## src/rtl/cmrx_pkg.sv

```systemverilog
package cmrx_pkg;

  // Strobes from the control to the datapath.
  typedef struct packed {
    logic sample;     // take sdIn into the shifter
    logic loadBuf;    // copy the shifter into the receive buffer
    logic clearFull;  // host consumed the buffer, nothing to replace it
  } cmrxStrobes_t;

  typedef enum logic [1:0] {
    ST_IDLE = 2'd0,   // frame boundary, clock high
    ST_LOW  = 2'd1,   // clock low phase
    ST_HIGH = 2'd2    // clock high phase
  } cmrxState_e;

endpackage

```

## src/rtl/cmrx_datapath.sv

```systemverilog
module cmrx_datapath
  import cmrx_pkg::*;
#(
  parameter int FRAME_BITS = 8
) (
  input  logic                  clk,
  input  logic                  rstN,
  input  cmrxStrobes_t          strobes,
  input  logic                  sdIn,
  output logic [FRAME_BITS-1:0] rxData,
  output logic                  bufFull,
  output logic                  rxIrq
);

  logic [FRAME_BITS-1:0] shiftReg;
  logic [FRAME_BITS-1:0] bufReg;
  logic                  fullReg;
  logic                  irqReg;

  // The first bit enters at the top and walks down to bit 0.
  always_ff @(posedge clk or negedge rstN) begin
    if (!rstN) begin
      shiftReg <= '0;
    end else if (strobes.sample) begin
      shiftReg <= {sdIn, shiftReg[FRAME_BITS-1:1]};
    end
  end

  always_ff @(posedge clk or negedge rstN) begin
    if (!rstN) begin
      bufReg  <= '0;
      fullReg <= 1'b0;
      irqReg  <= 1'b0;
    end else begin
      irqReg <= strobes.loadBuf;
      if (strobes.loadBuf) begin
        bufReg  <= shiftReg;
        fullReg <= 1'b1;
      end else if (strobes.clearFull) begin
        fullReg <= 1'b0;
      end
    end
  end

  assign rxData  = bufReg;
  assign bufFull = fullReg;
  assign rxIrq   = irqReg;

endmodule

```

## src/rtl/cmrx_control.sv

```systemverilog
module cmrx_control
  import cmrx_pkg::*;
#(
  parameter int FRAME_BITS = 8,
  parameter int DIV_HALF   = 2
) (
  input  logic         clk,
  input  logic         rstN,
  input  logic         rxEnable,
  input  logic         dblBuf,
  input  logic         rdStrobe,
  input  logic         bufFull,
  output cmrxStrobes_t strobes,
  output logic         sclkOut
);

  localparam int CNT_W = $clog2(FRAME_BITS + 1);
  localparam int DIV_W = (DIV_HALF > 1) ? $clog2(DIV_HALF) : 1;
  localparam logic [CNT_W-1:0] LAST_BIT = CNT_W'(FRAME_BITS);
  localparam logic [DIV_W-1:0] DIV_END  = DIV_W'(DIV_HALF - 1);

  cmrxState_e       state;
  logic [DIV_W-1:0] divCnt;
  logic [CNT_W-1:0] bitCnt;
  logic             sclkReg;
  logic             parked;

  logic phaseEnd;
  logic complete;
  logic rdHit;
  logic run;

  always_comb begin
    phaseEnd = (divCnt == DIV_END);
    // First cycle of the high phase after the last sample.
    complete = (state == ST_HIGH) && (bitCnt == LAST_BIT) && (divCnt == '0);
    rdHit    = rdStrobe && bufFull;
    // In single-buffer mode a full buffer holds off the next frame.
    run      = rxEnable && !parked && (dblBuf || !bufFull);

    strobes.sample    = (state == ST_LOW) && phaseEnd;
    strobes.loadBuf   = (complete && (!bufFull || rdStrobe)) || (rdHit && parked);
    strobes.clearFull = rdHit && !strobes.loadBuf;
  end

  always_ff @(posedge clk or negedge rstN) begin
    if (!rstN) begin
      state   <= ST_IDLE;
      divCnt  <= '0;
      bitCnt  <= '0;
      sclkReg <= 1'b1;
    end else begin
      unique case (state)
        ST_IDLE: begin
          if (run) begin
            state   <= ST_LOW;
            sclkReg <= 1'b0;
            divCnt  <= '0;
            bitCnt  <= '0;
          end
        end
        ST_LOW: begin
          if (phaseEnd) begin
            state   <= ST_HIGH;
            sclkReg <= 1'b1;
            divCnt  <= '0;
            bitCnt  <= bitCnt + 1'b1;
          end else begin
            divCnt <= divCnt + 1'b1;
          end
        end
        ST_HIGH: begin
          if (phaseEnd) begin
            divCnt <= '0;
            if (bitCnt == LAST_BIT) begin
              state <= ST_IDLE;
            end else begin
              state   <= ST_LOW;
              sclkReg <= 1'b0;
            end
          end else begin
            divCnt <= divCnt + 1'b1;
          end
        end
        default: begin
          state   <= ST_IDLE;
          sclkReg <= 1'b1;
        end
      endcase
    end
  end

  // A byte waiting in the shifter for the buffer to be read.
  always_ff @(posedge clk or negedge rstN) begin
    if (!rstN) begin
      parked <= 1'b0;
    end else if (complete && bufFull && !rdStrobe) begin
      parked <= 1'b1;
    end else if (rdHit && parked) begin
      parked <= 1'b0;
    end
  end

  assign sclkOut = sclkReg;

endmodule

```

## src/rtl/cmrx_top.sv

```systemverilog
module cmrx_top
  import cmrx_pkg::*;
#(
  parameter int FRAME_BITS = 8,
  parameter int DIV_HALF   = 2
) (
  input  logic                  clk,
  input  logic                  rstN,
  input  logic                  rxEnable,
  input  logic                  dblBuf,
  input  logic                  sdIn,
  input  logic                  rdStrobe,
  output logic                  sclkOut,
  output logic [FRAME_BITS-1:0] rxData,
  output logic                  bufFull,
  output logic                  rxIrq
);

  cmrxStrobes_t strobes;

  cmrx_control #(
    .FRAME_BITS(FRAME_BITS),
    .DIV_HALF  (DIV_HALF)
  ) u_control (
    .clk     (clk),
    .rstN    (rstN),
    .rxEnable(rxEnable),
    .dblBuf  (dblBuf),
    .rdStrobe(rdStrobe),
    .bufFull (bufFull),
    .strobes (strobes),
    .sclkOut (sclkOut)
  );

  cmrx_datapath #(
    .FRAME_BITS(FRAME_BITS)
  ) u_datapath (
    .clk    (clk),
    .rstN   (rstN),
    .strobes(strobes),
    .sdIn   (sdIn),
    .rxData (rxData),
    .bufFull(bufFull),
    .rxIrq  (rxIrq)
  );

endmodule

```

## config.mk

```make
export PLATFORM = sky130hd
export DESIGN_NAME = cmrx_top
export DESIGN_NICKNAME = d
export VERILOG_FILES = /design/src/rtl/cmrx_pkg.sv /design/src/rtl/cmrx_datapath.sv /design/src/rtl/cmrx_control.sv /design/src/rtl/cmrx_top.sv
export SDC_FILE = /design/constraint.sdc
export NUM_CORES = 1
export LEC_CHECK = 0
export BUFFER_PORTS_ARGS = -buffer_cell sky130_fd_sc_hd__buf_2
export CORE_ASPECT_RATIO = 0.6
export CORE_MARGIN = 4
export CORE_UTILIZATION = 37
export DETAILED_ROUTE_END_ITERATION = 16
export SYNTH_ARGS = -nofsm -noshare
export SYNTH_HDL_FRONTEND = slang
export SYNTH_SLANG_ARGS = --single-unit
```

## constraint.sdc

```tcl
create_clock -name clk -period 2.7 [get_ports clk]
set_input_delay 0.405 -clock clk [delete_from_list [all_inputs] [get_ports clk]]
set_output_delay 0.405 -clock clk [all_outputs]
set_load 0.01 [all_outputs]
```

==> impl_metrics.env <==
export IMPL_syn_avg_cell_area_sq_um=13.20
export IMPL_diodes=0
export IMPL_start_util_pct=39.17
export IMPL_ctsResizeCount=0
export IMPL_ios=17
export IMPL_wl_per_cell_microns=13.52
export IMPL_area_growth_pct=13.64
export IMPL_clockRootBuffer="clkbuf_8"
export IMPL_cp_slowest_cell="dfrtp_1"
export IMPL_syn_inst=98
export IMPL_p_leak_nw=0.7248
export IMPL_rsz0062_at_grt="false"
export IMPL_grt_pass1_wl_microns=3712
export IMPL_vias=804
export IMPL_drv_cap=0
export IMPL_layout_setup_ws_ns=0.7832
export IMPL_hold_viol_final=0
export IMPL_ys_warn_count=0
export IMPL_clock_power_share_pct=17.6
export IMPL_skew_ns=0.004957
export IMPL_clkTransAtPathRegs_ns=0.09
export IMPL_wl_microns=2177
export IMPL_cts_setup_buffers=0
export IMPL_first_global_vias=789
export IMPL_dieArea_sq_um=4538
export IMPL_grt_start_max_net_pins=28
export IMPL_fillers=310
export IMPL_syn_area_sq_um=1294
export IMPL_setup_viol=0
export IMPL_ys_types=32
export IMPL_cts_hold_buf=0
export IMPL_fmax_ghz=0.5217
export IMPL_cts_buffer_depth=2
export IMPL_drv_slew=0
export IMPL_critPathLaunchType="flip-flop"
export IMPL_final_cells=161
export IMPL_cellPowerDensity_nw_per_um2=885.8
export IMPL_dpl_hpwl_microns=1617
export IMPL_drive_above_1_share_pct=40.52
export IMPL_cts_max_level=1
export IMPL_yosysTopAreaCell="dfrtp_1"
export IMPL_clkLatencyLatePin_ns=0.27
export IMPL_yosys_area_top_type_share_pct=50.29
export IMPL_dieWidth_microns=84.34
export IMPL_seq_area_frac_synth_pct=52.32
export IMPL_required_ns=2.86
export IMPL_slowest_delay_ns=0.44
export IMPL_cts_tree="yes"
export IMPL_status="completed"
export IMPL_grt_usage_pct=10.50
export IMPL_worstPathCellList="inv_1 -> ha_1 -> nand4b_4 -> a2bb2oi_2 -> a21oi_4 -> mux2_2"
export IMPL_p_seq_share_pct=47.0
export IMPL_min_path_type="input pin to asynchronous set/reset pin"
export IMPL_die_h_microns=53.81
export IMPL_worstPathMaxFanout=9
export IMPL_place_ws_ns=0.8018
export IMPL_tns_ns=0
export IMPL_gp_congestion=0.7793
export IMPL_finalCritPeriodShare_pct=70.99
export IMPL_final_nets=130
export IMPL_cts_buffers=3
export IMPL_whs_ns=0.1253
export IMPL_crit_type="flip-flop to flip-flop"
export IMPL_slew_headroom_pct=61.33
export IMPL_placed_cells=157
export IMPL_grt_ovfl_total=0
export IMPL_worst_pin_slew_ns=0.5801
export IMPL_power_w=0.001302
export IMPL_ir_drop_mv=0.4052
export IMPL_arrival_ns=2.08
export IMPL_antenna_found_initial=0
export IMPL_period_needed_ns=1.917
export IMPL_p_sw_w=0.0004488
export IMPL_r2r_worst_path_cells=6
export IMPL_ant_nets=0
export IMPL_clock_sinks=27
export IMPL_ys_seq_elements=27
export IMPL_multiInputGateArea_sq_um=585.6
export IMPL_rows=16
export IMPL_p_comb_share_pct=35.4
export IMPL_core_region_area_sq_um=3303
export IMPL_drt_pass1_iter_count=4
export IMPL_p_int_w=0.0008534
export IMPL_cp_end_kind="flip-flop"
export IMPL_synth_fp_nets=111
export IMPL_layout_area_seq_sq_um=676.9
export IMPL_drcViolationCount=0
export IMPL_via_per_inst=4.994
export IMPL_synthTopCellsByArea="dfrtp_1, mux2_2, ha_1"
export IMPL_drt_initial_drc_count=11
export IMPL_swShare_pct=34.47
export IMPL_io_buffers=16
[routing by layer]
layer	global-route usage, %	share of wire, %	up-vias
li1	-	-	387
met1	15.06	52	406
met2	16.36	45	11
met3	2.905	3.0	0
met4	1.579	0	0
met5	0	0	-
[state kept, by name (all words and copies together) (netlist names)]
register and flops:
u_control.divCnt 1, u_datapath.bufFull 1, u_control.state 2, u_control.parked 1, u_datapath.rxData 8, u_control.bitCnt 4
u_datapath.rxIrq 1, u_datapath.shiftReg 8, u_control.sclkOut 1
[cells in the final DEF, fill, tap and decap left out]
cell	n
dfrtp_1	26
mux2_2	19
buf_2	16
ha_1	7
inv_1	6
nor2_1	5
a221o_1	3
a21oi_1	3
clkbuf_8	3
nand2_1	2
nor3b_1	2
o21ai_0	2
nor2b_1	2
nand4b_4	1
a2bb2oi_2	1
a21oi_4	1
nand2b_1	1
and2b_1	1
o21ai_4	1
o21ai_2	1
and3_1	1
o21ai_1	1
o211ai_1	1
a211oi_1	1
a21o_1	1
nand4_1	1
and3_2	1
nand3b_1	1
a31o_2	1
a22o_1	1
and4_1	1
clkinvlp_4	1
dfstp_2	1
[Yosys cell counts (all sizes together)]
| library cell | number |
|---|---|
| dfrtp | 26 |
| mux2 | 19 |
| ha | 7 |
| inv | 6 |
| nor2 | 5 |
| o21ai | 5 |
| a21oi | 4 |
| a221o | 3 |
| and3 | 2 |
| nand2 | 2 |
| nor2b | 2 |
| nor3b | 2 |
| a211oi | 1 |
| a21o | 1 |
| a22o | 1 |
| a2bb2oi | 1 |
| a31o | 1 |
| and2b | 1 |
| and4 | 1 |
| buf | 1 |
| clkbuf | 1 |
| dfstp | 1 |
| nand2b | 1 |
| nand3b | 1 |
| nand4 | 1 |
| nand4b | 1 |
| o211ai | 1 |
[kinds of logic (layout without fill, tap and decap cells)]
family                   Yosys count  after routing  synth area share (%)
buffers and inverters              8             26                 2.417
AO/OA/AOI/OAI                     18             18                 12.09
adder cells (fa/ha/maj)            7              7                 6.770
AND/OR/NAND/NOR                   19             19                 9.866
multiplexers                      19             19                 16.54
flip-flops                        27             27                 52.32
[power by group through the flow]
| stage | Sequential, W | Clock, W | Combinational, W |
|---|---|---|---|
| floorplan | 0.000585 | 0 | 0.000387 |
| global placement | 0.000617 | 0 | 0.000454 |
| detailed placement | 0.000619 | 0 | 0.000462 |
| CTS | 0.000612 | 0.000237 | 0.000465 |
| global route | 0.000630 | 0.000252 | 0.000518 |
| finish | 0.000613 | 0.000229 | 0.000461 |
[worst max-delay path: cells and delay by family, from the launching register on]
family	cells	cell delay, ns
AOI/OAI and AO/OA	2	0.47
adders and majority gates	1	0.27
buffers and inverters	1	0.10
DFF	1	0.44
muxes	1	0.38
and+or+nand+nor	1	0.15
[worst paths after layout]
path                       slack (ns)                endpoint            startpoint
max in group asynchronous        2.20    u_datapath.rxData[3]                  rstN
setup / recovery                 0.78    u_datapath.rxData[2]    u_control.state[0]
min in group clk                 0.31        u_control.parked              rdStrobe
hold reg to reg                  0.51    u_datapath.rxData[3]  u_datapath.rxData[3]
hold / removal                   0.13  u_datapath.shiftReg[1]                  rstN
setup reg to reg                 0.78    u_datapath.rxData[2]    u_control.state[0]
[area by class of cell]
class,count,area share (%)
Sequential cell,27,46.04
Tap cell,45,3.830
Multi-Input combinational cell,63,39.83
Inverter,6,1.532
Timing Repair Buffer,16,5.447
Clock inverter,1,0.5106
Clock buffer,3,2.809
[through the flow]
step | utilization (%) | cell area (sq um)
final | 44.51 | 1470
after global routing | 44.51 | 1470
after CTS | 44.51 | 1470
after detailed placement | 43.03 | 1421
after global placement | 43.03 | 1421
after floorplan | - | 1294
Note: power is estimated with default switching activity, not from simulation.
